File: src/rtl/wdog_pkg.sv
package wdog_pkg;

    localparam int unsigned WD_DATA_W = 32;
    localparam int unsigned WD_ADDR_W = 20;

    localparam logic [WD_ADDR_W-1:0] WD_ADDR_COUNT = 20'h20324;
    localparam logic [WD_ADDR_W-1:0] WD_ADDR_CTRL  = 20'h20300;
    localparam logic [WD_ADDR_W-1:0] WD_ADDR_ARM   = 20'h20108;

    typedef enum logic [1:0] {
        ST_HALTED   = 2'd0,
        ST_COUNTING = 2'd1,
        ST_EXPIRED  = 2'd2,
        ST_BITING   = 2'd3
    } wd_state_e;

endpackage

File: src/rtl/wdog_regs.sv
module wdog_regs #(
    parameter int unsigned ADDR_W    = 20,
    parameter int unsigned CTRL_W    = 8,
    parameter int unsigned ARM_W     = 8,
    parameter int unsigned EN_BIT    = 4,
    parameter int unsigned ARM_BIT   = 1,
    parameter logic [CTRL_W-1:0] CTRL_RST = 8'h07,
    parameter logic [ADDR_W-1:0] A_COUNT = 20'h20324,
    parameter logic [ADDR_W-1:0] A_CTRL  = 20'h20300,
    parameter logic [ADDR_W-1:0] A_ARM   = 20'h20108
) (
    input  logic              clk,
    input  logic              rst_n,
    input  logic [ADDR_W-1:0] addr,
    input  logic              we,
    input  logic [CTRL_W-1:0] wdata_ctrl,
    input  logic [ARM_W-1:0]  wdata_arm,
    output logic              count_wr,
    output logic [CTRL_W-1:0] ctrl_q,
    output logic [ARM_W-1:0]  arm_q,
    output logic              en_q,
    output logic              en_d,
    output logic              arm_d
);

    logic              ctrl_wr;
    logic              arm_wr;
    logic [CTRL_W-1:0] ctrl_d;
    logic [ARM_W-1:0]  arm_reg_d;

    assign count_wr = we && (addr == A_COUNT);
    assign ctrl_wr  = we && (addr == A_CTRL);
    assign arm_wr   = we && (addr == A_ARM);

    always_comb begin
        ctrl_d    = ctrl_wr ? wdata_ctrl : ctrl_q;
        arm_reg_d = arm_wr  ? wdata_arm  : arm_q;
    end

    assign en_q  = ctrl_q[EN_BIT];
    assign en_d  = ctrl_d[EN_BIT];
    assign arm_d = arm_reg_d[ARM_BIT];

    always_ff @(posedge clk or negedge rst_n) begin
        if (!rst_n) begin
            ctrl_q <= CTRL_RST;
            arm_q  <= '0;
        end else begin
            ctrl_q <= ctrl_d;
            arm_q  <= arm_reg_d;
        end
    end

endmodule

File: src/rtl/wdog_counter.sv
module wdog_counter #(
    parameter int unsigned CNT_W = 32,
    parameter logic [CNT_W-1:0] CNT_RST = 32'h7FFF_FFFF
) (
    input  logic             clk,
    input  logic             rst_n,
    input  logic             en_q,
    input  logic             load,
    input  logic [CNT_W-1:0] load_val,
    output logic [CNT_W-1:0] cnt_q,
    output logic [CNT_W-1:0] cnt_d
);

    localparam logic [CNT_W-1:0] ONE = {{(CNT_W-1){1'b0}}, 1'b1};

    logic at_zero;

    assign at_zero = (cnt_q == '0);

    always_comb begin
        if (load) begin
            cnt_d = load_val;
        end else if (en_q && !at_zero) begin
            cnt_d = cnt_q - ONE;
        end else begin
            cnt_d = cnt_q;
        end
    end

    always_ff @(posedge clk or negedge rst_n) begin
        if (!rst_n) begin
            cnt_q <= CNT_RST;
        end else begin
            cnt_q <= cnt_d;
        end
    end

endmodule

File: src/rtl/wdog_fsm.sv
module wdog_fsm
    import wdog_pkg::*;
#(
    parameter int unsigned CNT_W = 32
) (
    input  logic             clk,
    input  logic             rst_n,
    input  logic [CNT_W-1:0] cnt_d,
    input  logic             en_d,
    input  logic             arm_d,
    output wd_state_e        state_q,
    output logic             rst_req
);

    wd_state_e state_d;
    logic      zero_next;

    assign zero_next = (cnt_d == '0);

    always_comb begin
        unique case (state_q)
            ST_HALTED, ST_COUNTING, ST_EXPIRED, ST_BITING: begin
                if (zero_next) begin
                    state_d = arm_d ? ST_BITING : ST_EXPIRED;
                end else begin
                    state_d = en_d ? ST_COUNTING : ST_HALTED;
                end
            end
            default: state_d = ST_HALTED;
        endcase
    end

    always_ff @(posedge clk or negedge rst_n) begin
        if (!rst_n) begin
            state_q <= ST_HALTED;
        end else begin
            state_q <= state_d;
        end
    end

    always_comb begin
        unique case (state_q)
            ST_BITING:   rst_req = 1'b1;
            ST_HALTED,
            ST_COUNTING,
            ST_EXPIRED:  rst_req = 1'b0;
            default:     rst_req = 1'b0;
        endcase
    end

endmodule

File: src/rtl/wdog_countdown.sv
module wdog_countdown
    import wdog_pkg::*;
#(
    parameter int unsigned DATA_W  = WD_DATA_W,
    parameter int unsigned ADDR_W  = WD_ADDR_W,
    parameter int unsigned CTRL_W  = 8,
    parameter int unsigned ARM_W   = 8,
    parameter int unsigned EN_BIT  = 4,
    parameter int unsigned ARM_BIT = 1,
    parameter logic [ADDR_W-1:0] A_COUNT = WD_ADDR_COUNT,
    parameter logic [ADDR_W-1:0] A_CTRL  = WD_ADDR_CTRL,
    parameter logic [ADDR_W-1:0] A_ARM   = WD_ADDR_ARM
) (
    input  logic              clk,
    input  logic              rst_n,
    input  logic [ADDR_W-1:0] bus_addr,
    input  logic              bus_we,
    input  logic [DATA_W-1:0] bus_wdata,
    input  logic              bus_rd,
    output logic [DATA_W-1:0] bus_rdata,
    output logic              wd_rst_req
);

    localparam logic [DATA_W-1:0] CNT_RST  = {1'b0, {(DATA_W-1){1'b1}}};
    localparam logic [CTRL_W-1:0] CTRL_RST = CTRL_W'(7);

    logic              count_wr;
    logic [CTRL_W-1:0] ctrl_q;
    logic [ARM_W-1:0]  arm_q;
    logic              en_q;
    logic              en_d;
    logic              arm_d;
    logic [DATA_W-1:0] cnt_q;
    logic [DATA_W-1:0] cnt_d;
    logic [DATA_W-1:0] rd_mux;
    wd_state_e         state_q;

    wdog_regs #(
        .ADDR_W  (ADDR_W),
        .CTRL_W  (CTRL_W),
        .ARM_W   (ARM_W),
        .EN_BIT  (EN_BIT),
        .ARM_BIT (ARM_BIT),
        .CTRL_RST(CTRL_RST),
        .A_COUNT (A_COUNT),
        .A_CTRL  (A_CTRL),
        .A_ARM   (A_ARM)
    ) u_regs (
        .clk       (clk),
        .rst_n     (rst_n),
        .addr      (bus_addr),
        .we        (bus_we),
        .wdata_ctrl(bus_wdata[CTRL_W-1:0]),
        .wdata_arm (bus_wdata[ARM_W-1:0]),
        .count_wr  (count_wr),
        .ctrl_q    (ctrl_q),
        .arm_q     (arm_q),
        .en_q      (en_q),
        .en_d      (en_d),
        .arm_d     (arm_d)
    );

    wdog_counter #(
        .CNT_W  (DATA_W),
        .CNT_RST(CNT_RST)
    ) u_counter (
        .clk     (clk),
        .rst_n   (rst_n),
        .en_q    (en_q),
        .load    (count_wr),
        .load_val(bus_wdata),
        .cnt_q   (cnt_q),
        .cnt_d   (cnt_d)
    );

    wdog_fsm #(
        .CNT_W(DATA_W)
    ) u_fsm (
        .clk    (clk),
        .rst_n  (rst_n),
        .cnt_d  (cnt_d),
        .en_d   (en_d),
        .arm_d  (arm_d),
        .state_q(state_q),
        .rst_req(wd_rst_req)
    );

    always_comb begin
        rd_mux = '0;
        if (bus_addr == A_COUNT) begin
            rd_mux = cnt_q;
        end else if (bus_addr == A_CTRL) begin
            rd_mux = {{(DATA_W-CTRL_W){1'b0}}, ctrl_q};
        end else if (bus_addr == A_ARM) begin
            rd_mux = {{(DATA_W-ARM_W){1'b0}}, arm_q};
        end
    end

    always_ff @(posedge clk or negedge rst_n) begin
        if (!rst_n) begin
            bus_rdata <= '0;
        end else begin
            bus_rdata <= bus_rd ? rd_mux : '0;
        end
    end

endmodule

File: config.mk
export PLATFORM = sky130hd
export DESIGN_NAME = wdog_countdown
export DESIGN_NICKNAME = d
export VERILOG_FILES = /design/src/rtl/wdog_pkg.sv /design/src/rtl/wdog_regs.sv /design/src/rtl/wdog_counter.sv /design/src/rtl/wdog_fsm.sv /design/src/rtl/wdog_countdown.sv
export SDC_FILE = /design/constraint.sdc
export NUM_CORES = 1
export LEC_CHECK = 0
export BUFFER_PORTS_ARGS = -buffer_cell sky130_fd_sc_hd__buf_2
export CAP_MARGIN = 0
export CORE_ASPECT_RATIO = 0.9
export CORE_UTILIZATION = 50
export CTS_CLUSTER_SIZE = 25
export DETAILED_ROUTE_END_ITERATION = 12
export PLACE_DENSITY = 0.8
export SETUP_SLACK_MARGIN = 0.5
export SKIP_CTS_REPAIR_TIMING = 1
export SLEW_MARGIN = 10
export SYNTH_ARGS = -nofsm -noshare
export SYNTH_HDL_FRONTEND = slang
export SYNTH_HIERARCHICAL = 1
export SYNTH_SLANG_ARGS = --single-unit
File: constraint.sdc
create_clock -name clk -period 3.2 [get_ports clk]
set_input_delay 0.32 -clock clk [delete_from_list [all_inputs] [get_ports clk]]
set_output_delay 0.32 -clock clk [all_outputs]
set_load 0.02 [all_outputs]
==> impl_metrics.toml, run 1 <==
[power]
p_leak_nw = 2.43
p_switching_mw = 0.427
power_mw = 1.93
p_seq_frac = 0.539
ir_drop_mv = 0.203
p_sw_frac = 0.222
power_frac_clock = 0.414
power.density_mw_per_mm2 = 341
combPwrFrac = 0.047
p_int_mw = 1.50

[critical_path]
start_kind = "flip-flop"
arrival_ns = 3.67
end_kind = "flip-flop"
crit_path_max_fanout = 7
crit_type = "reg2reg"
r2r-end = "u_fsm/state_q[0]$_DFF_PN0_"
r2r_cells = 15
r2r-start = "u_counter/cnt_q[1]$_DFF_PN1_"
reg2reg_slack_ns = -0.24
worstPathRequired_ns = 3.43

[placement]
post-place-cells = 657
dpl.hpwl_um = 8470
portBuffers = 88
place_area_mm2 = 0.00526
post-place-ws_ns = -0.152
gp_congestion = 0.908

[layout]
synthToLayoutAreaGrowth_pct = 31.3
diodes = 0
postLayoutCoreUtil = 0.690
seq_area_mm2 = 0.00209
fin_cells = 678
fillers = 606
layout.nets = 616
final_cell_area_mm2 = 0.00565
drive_gt1_frac = 0.469
multi_input_area_mm2 = 0.00222

[routing]
routedWlPerCell_um = 17.8
drtIter0Drc = 322
post_drt_via_cell_ratio = 5.85
num_vias = 3964
antenna_left = 0
drc = 0
drt-total-wl_um = 12000
drtPass1Iterations = 4

[yosys]
ys_ff_latch = 82
synthArstFlopShare = 1.00
syn_inst = 417
ys_types = 62
syn-num-nets = 475
syn_area_per_cell_um2 = 10.3
yosysSeqAreaShare = 0.487
yosysWarnings = 6
synth_flop_cell = "dfrtp_1"
syn-cell-area_mm2 = 0.00430
synth_edf_count = 0

[global_routing]
gr-total-overflow = 0
grt_pass1_vias = 3718
grt_pass1_wl_um = 18500
grt_util_all_layers = 0.264
grt_max_degree = 83
antenna_found_initial = 0

[die]
die_y_um = 90.0
core_mm2 = 0.00818
die_width_um = 99.8
ioPinCount = 89
row_count = 31
die-area_mm2 = 0.00898
initial_utilization = 0.525

[clock_tree]
root_buffer = "clkbuf_8"
cts_max_level = 3
cts_buffer_depth = 2
clock_sinks = 82
numCtsBuffers = 9
clk_pin_slew_ns = 0.09
tritoncts = "built"
clk_latency_ns = 0.35

[timing]
finalCritPeriodShare = 1.08
finClkSkew_ns = 0.0123
post-route-min-period_ns = 3.44
rsz0062_at_grt = "true"
max_freq_mhz = 290
setup_viol = 1
slew_viol_final = 0
fin_ws_ns = -0.242
max_slew_margin = 0.342
tns_ns = -0.242
worst_pin_slew_ns = 0.987
hold_viol = 0
whs_ns = 0.0978

[run_status]
outcome = "complete, but fails checks"
violations = "setup timing"

[run]
cap_violations = 0

[worst_hold_path]
hp-class = "in2async"
## power groups by stage
stage	Sequential, mW	Clock (mW)	Combinational, mW
CTS	1.04	0.802	0.0897
detailed placement	1.06	0	0.0894
global route	1.04	0.853	0.0999
finish	1.04	0.798	0.0898
global placement	1.06	0	0.0863
floorplan	1.06	0	0.0212
## routing by layer
metal  global-route usage  vias up  wire length [µm]
met1                0.383     1895              5100
met4               0.0797        0               178
met2                0.405      200              5790
met3               0.0451       19               984
met5                    0        -                 0
li1                     -     1850                 -
## synthesized netlist by cell type, types with 3 or more instances
master,number,area [µm²]
a211oi_1,7,52.6
a31oi_1,14,87.6
and3b_1,14,123
buf_2,6,30.0
clkbuf_1,16,60.1
dfrtp_1,48,1200
dfstp_2,34,893
inv_1,3,11.3
mux2_2,18,203
nand2_1,51,191
nand3_1,4,20.0
nand4_1,7,43.8
nand4b_1,3,26.3
nor2_1,21,78.8
nor3_1,31,155
nor4_1,13,81.3
nor4_2,4,50.1
nor4b_1,3,26.3
o211ai_1,5,37.5
o21ai_0,25,125
o31ai_1,6,45.0
or2_2,6,37.5
or3_1,10,62.6
or4_1,14,105
xnor2_1,4,35.0
xor2_1,5,43.8
## registers in the layout, indices dropped and copies added, names as in the netlist
signal and flops:
bus_rdata 32, u_counter/cnt_q 32, u_fsm/state_q 2, u_regs/arm_q 8, u_regs/ctrl_q 8
## how the worst max path moves through the flow
stage	from	to	slack (ns)	cells past startpoint
after floorplan	u_counter/cnt_q[15]$_DFF_PN1_	u_fsm/state_q[0]$_DFF_PN0_	0.0009	11
after global placement	u_counter/cnt_q[20]$_DFF_PN1_	u_fsm/state_q[0]$_DFF_PN0_	-0.11	11
after detailed placement	u_counter/cnt_q[20]$_DFF_PN1_	u_fsm/state_q[0]$_DFF_PN0_	-0.15	11
after CTS	u_counter/cnt_q[1]$_DFF_PN1_	u_fsm/state_q[0]$_DFF_PN0_	-0.21	13
after global routing	u_counter/cnt_q[1]$_DFF_PN1_	u_fsm/state_q[0]$_DFF_PN0_	-0.33	15
final	u_counter/cnt_q[1]$_DFF_PN1_	u_fsm/state_q[0]$_DFF_PN0_	-0.24	15
## cells in the final DEF, fill, tap and decap left out, types with 3 or more instances in the layout
master,Yosys,final
o211ai_1,5,5
a31oi_1,14,11
nor4_4,1,3
dfstp_2,34,34
mux2_4,1,3
or4_4,1,5
a211oi_1,7,7
dfrtp_1,48,48
nand2_1,51,51
mux2_2,18,17
or3_1,10,10
or4_1,14,9
and3b_1,14,14
nand4_1,7,7
o21ai_0,25,24
nor2_1,21,21
buf_2,6,87
nor4_2,4,6
nor4_1,13,9
nand3_1,4,4
xnor2_1,4,3
inv_1,3,3
nor3_1,31,30
xor2_1,5,5
buf_4,1,64
o31ai_1,6,6
clkbuf_8,0,12
or2_2,6,6
nand4b_1,3,3
## cell families (layout without fill, tap and decap cells)
family	Yosys count	after routing	synth area share
AOI/OAI and AO/OA	72	72	0.118
muxes	23	23	0.0605
buffers and inverters	28	174	0.0288
DFF	82	82	0.487
xor gates and xnor gates	9	9	0.0183
and+or+nand+nor	201	201	0.281
adders and majority gates	2	2	0.00582
## cell type report
type	instances	area share
sequential	82	0.371
timing repair buffer	154	0.170
inverter	4	0.00266
multi-input combinational	307	0.393
clock buffer	13	0.0299
clock inverter	3	0.00820
tap	115	0.0255
## critical path: stages, from the launching register on
cell	delay (ns)
dfstp_2	0.38
buf_4	0.13
inv_1	0.07
ha_1	0.16
nor4b_2	0.35
nand4b_1	0.22
buf_6	0.21
buf_4	0.14
nor4_4	0.19
buf_4	0.18
or3_1	0.12
a31oi_1	0.14
nor4_2	0.33
nand4_1	0.23
nor2_2	0.17
mux2_4	0.31
(Power assumes the default switching activity.)
==> run 2: changes to the inputs <==
--- a/config.mk
+++ b/config.mk
@@ -12,7 +12,6 @@
 export CTS_CLUSTER_SIZE = 25
 export DETAILED_ROUTE_END_ITERATION = 12
 export PLACE_DENSITY = 0.8
-export SETUP_SLACK_MARGIN = 0.5
 export SKIP_CTS_REPAIR_TIMING = 1
 export SLEW_MARGIN = 10
 export SYNTH_ARGS = -nofsm -noshare
==> run 2 against run 1 <==
Net effect:
- the run still ends with setup timing left
- core utilization decreased by 0.34 points
- first-iteration DRC count increased by 11%
- setup slack improved by 0.028 ns
- largest cell class unchanged
- die area unchanged
- sequential share of layout area increased by 0.18 points
- critical path type unchanged
- fmax increased by 0.81%
- highest routed layer unchanged
- non-clock buffer count decreased by 1
- register-to-register slack improved by 0.03 ns
- routed wire length decreased by 0.52%
- critical path depth decreased by 5
- combinational power increased by 0.4%
- clock skew decreased by 0.00055 ns
==> impl_metrics.toml, run 2 (synthesized netlist as in run 1, its figures left out) <==
[run_status]
outcome = "complete, but fails checks"
violations = "setup timing"

[layout]
diodes = 0
drive_gt1_frac = 0.464
layout.nets = 615
final_common_cell = "buf_2"
synthToLayoutAreaGrowth_pct = 30.6
final_cell_mix = "buf_2 (87), buf_4 (64), nand2_1 (51), dfrtp_1 (48), dfstp_2 (34)"
largest_registers = "bus_rdata x32, u_counter/cnt_q x32"
final_cell_area_mm2 = 0.00562

[clock_tree]
clock_sinks = 82
numCtsBuffers = 9
root_buffer = "clkbuf_8"
clk_latency_ns = 0.36
clk_pin_slew_ns = 0.09
cts_max_level = 3
cts_buffer_depth = 2
tritoncts = "built"

[timing]
rsz0062_at_grt = "true"
finalCritPeriodShare = 1.07
setup_viol = 1
slew_viol_final = 0
tns_ns = -0.215
max_slew_margin = 0.331
post-route-min-period_ns = 3.41
finClkSkew_ns = 0.0117
max_freq_mhz = 293
worst_pin_slew_ns = 1.00
whs_ns = 0.0946
fin_ws_ns = -0.215
hold_viol = 0

[critical_path]
r2r_cells = 10
end_kind = "flip-flop"
start_kind = "flip-flop"
arrival_ns = 3.65
worstPathRequired_ns = 3.44
crit_path_max_fanout = 5
reg2reg_slack_ns = -0.21
crit_type = "reg2reg"
r2r-start = "u_counter/cnt_q[12]$_DFF_PN1_"
r2r-end = "u_fsm/state_q[0]$_DFF_PN0_"

[routing]
routedWlPerCell_um = 17.7
drc = 0
post_drt_via_cell_ratio = 5.88
drt-total-wl_um = 12000
num_vias = 3980
drtPass1Iterations = 5
drtIter0Drc = 356
antenna_left = 0

[run]
cap_violations = 0

[power]
p_leak_nw = 2.42
ir_drop_mv = 0.204
power.density_mw_per_mm2 = 343

[die]
initial_utilization = 0.525
core_mm2 = 0.00818
row_count = 31
die_y_um = 90.0
die-area_mm2 = 0.00898
ioPinCount = 89
die_width_um = 99.8

[global_routing]
antenna_found_initial = 0
grt_pass1_vias = 3718
grt_util_all_layers = 0.264
gr-total-overflow = 0
grt_max_degree = 83
grt_pass1_wl_um = 18500

[placement]
portBuffers = 88
dpl.hpwl_um = 8470
gp_congestion = 0.908
post-place-ws_ns = -0.152
place_area_mm2 = 0.00526

[worst_hold_path]
hp-class = "in2async"
[run 2: cell count changes in the layout (fill, tap and decap cells not counted), sizes merged]
cell	previous run	this run
buf	154	153
[run 2: critical path, cell delays in order, from the launching register on]
cell     delay [ns]
dfstp_2        0.37
or4_4          0.55
or4_4          0.60
buf_12         0.16
o31ai_1        0.22
mux2_2         0.20
o21ai_0        0.19
nor4_4         0.32
nand4_1        0.21
nor2_2         0.17
mux2_4         0.31
[run 2: per-stage QoR]
step | power, mW | util | cells
6_report | 1.93 | 0.686 | 677
5_1_grt | 1.99 | 0.686 | 677
4_1_cts | 1.93 | 0.669 | 673
3_5_place_dp | 1.15 | 0.643 | 657
3_3_place_gp | 1.14 | 0.643 | 657
2_1_floorplan | 1.08 | - | 417
[run 2: metal layers]
layer | vias to the layer above | GRT usage | share of wire
met5 | - | 0 | 0
met4 | 0 | 0.0797 | 0.014
met3 | 21 | 0.0451 | 0.072
met2 | 171 | 0.405 | 0.48
met1 | 1939 | 0.383 | 0.43
li1 | 1849 | - | -
[run 2: cell type report]
| type | count | area, µm² |
|---|---|---|
| flip-flops and latches | 82 | 2090 |
| clock inverters | 3 | 46.3 |
| well taps | 115 | 144 |
| multi-input cells | 307 | 2200 |
| clock buffers | 13 | 169 |
| repair buffers | 153 | 947 |
| inverters | 4 | 15.0 |
| fillers | 611 | 2570 |
[run 2: worst max-delay path by stage]
stage | cells after the start | slack (ns) | startpoint | to
after floorplan | 11 | 0.0009 | u_counter/cnt_q[15]$_DFF_PN1_ | u_fsm/state_q[0]$_DFF_PN0_
after global placement | 11 | -0.11 | u_counter/cnt_q[20]$_DFF_PN1_ | u_fsm/state_q[0]$_DFF_PN0_
after detailed placement | 11 | -0.15 | u_counter/cnt_q[20]$_DFF_PN1_ | u_fsm/state_q[0]$_DFF_PN0_
after CTS | 13 | -0.21 | u_counter/cnt_q[1]$_DFF_PN1_ | u_fsm/state_q[0]$_DFF_PN0_
after global routing | 10 | -0.27 | u_counter/cnt_q[12]$_DFF_PN1_ | u_fsm/state_q[0]$_DFF_PN0_
final | 10 | -0.21 | u_counter/cnt_q[12]$_DFF_PN1_ | u_fsm/state_q[0]$_DFF_PN0_
[run 2: where the power goes]
| group | switching (mW) | total [mW] | internal (mW) |
|---|---|---|---|
| clock network | 0.373 | 0.800 | 0.427 |
| registers | 0.0000242 | 1.04 | 1.04 |
| logic | 0.0568 | 0.0902 | 0.0335 |
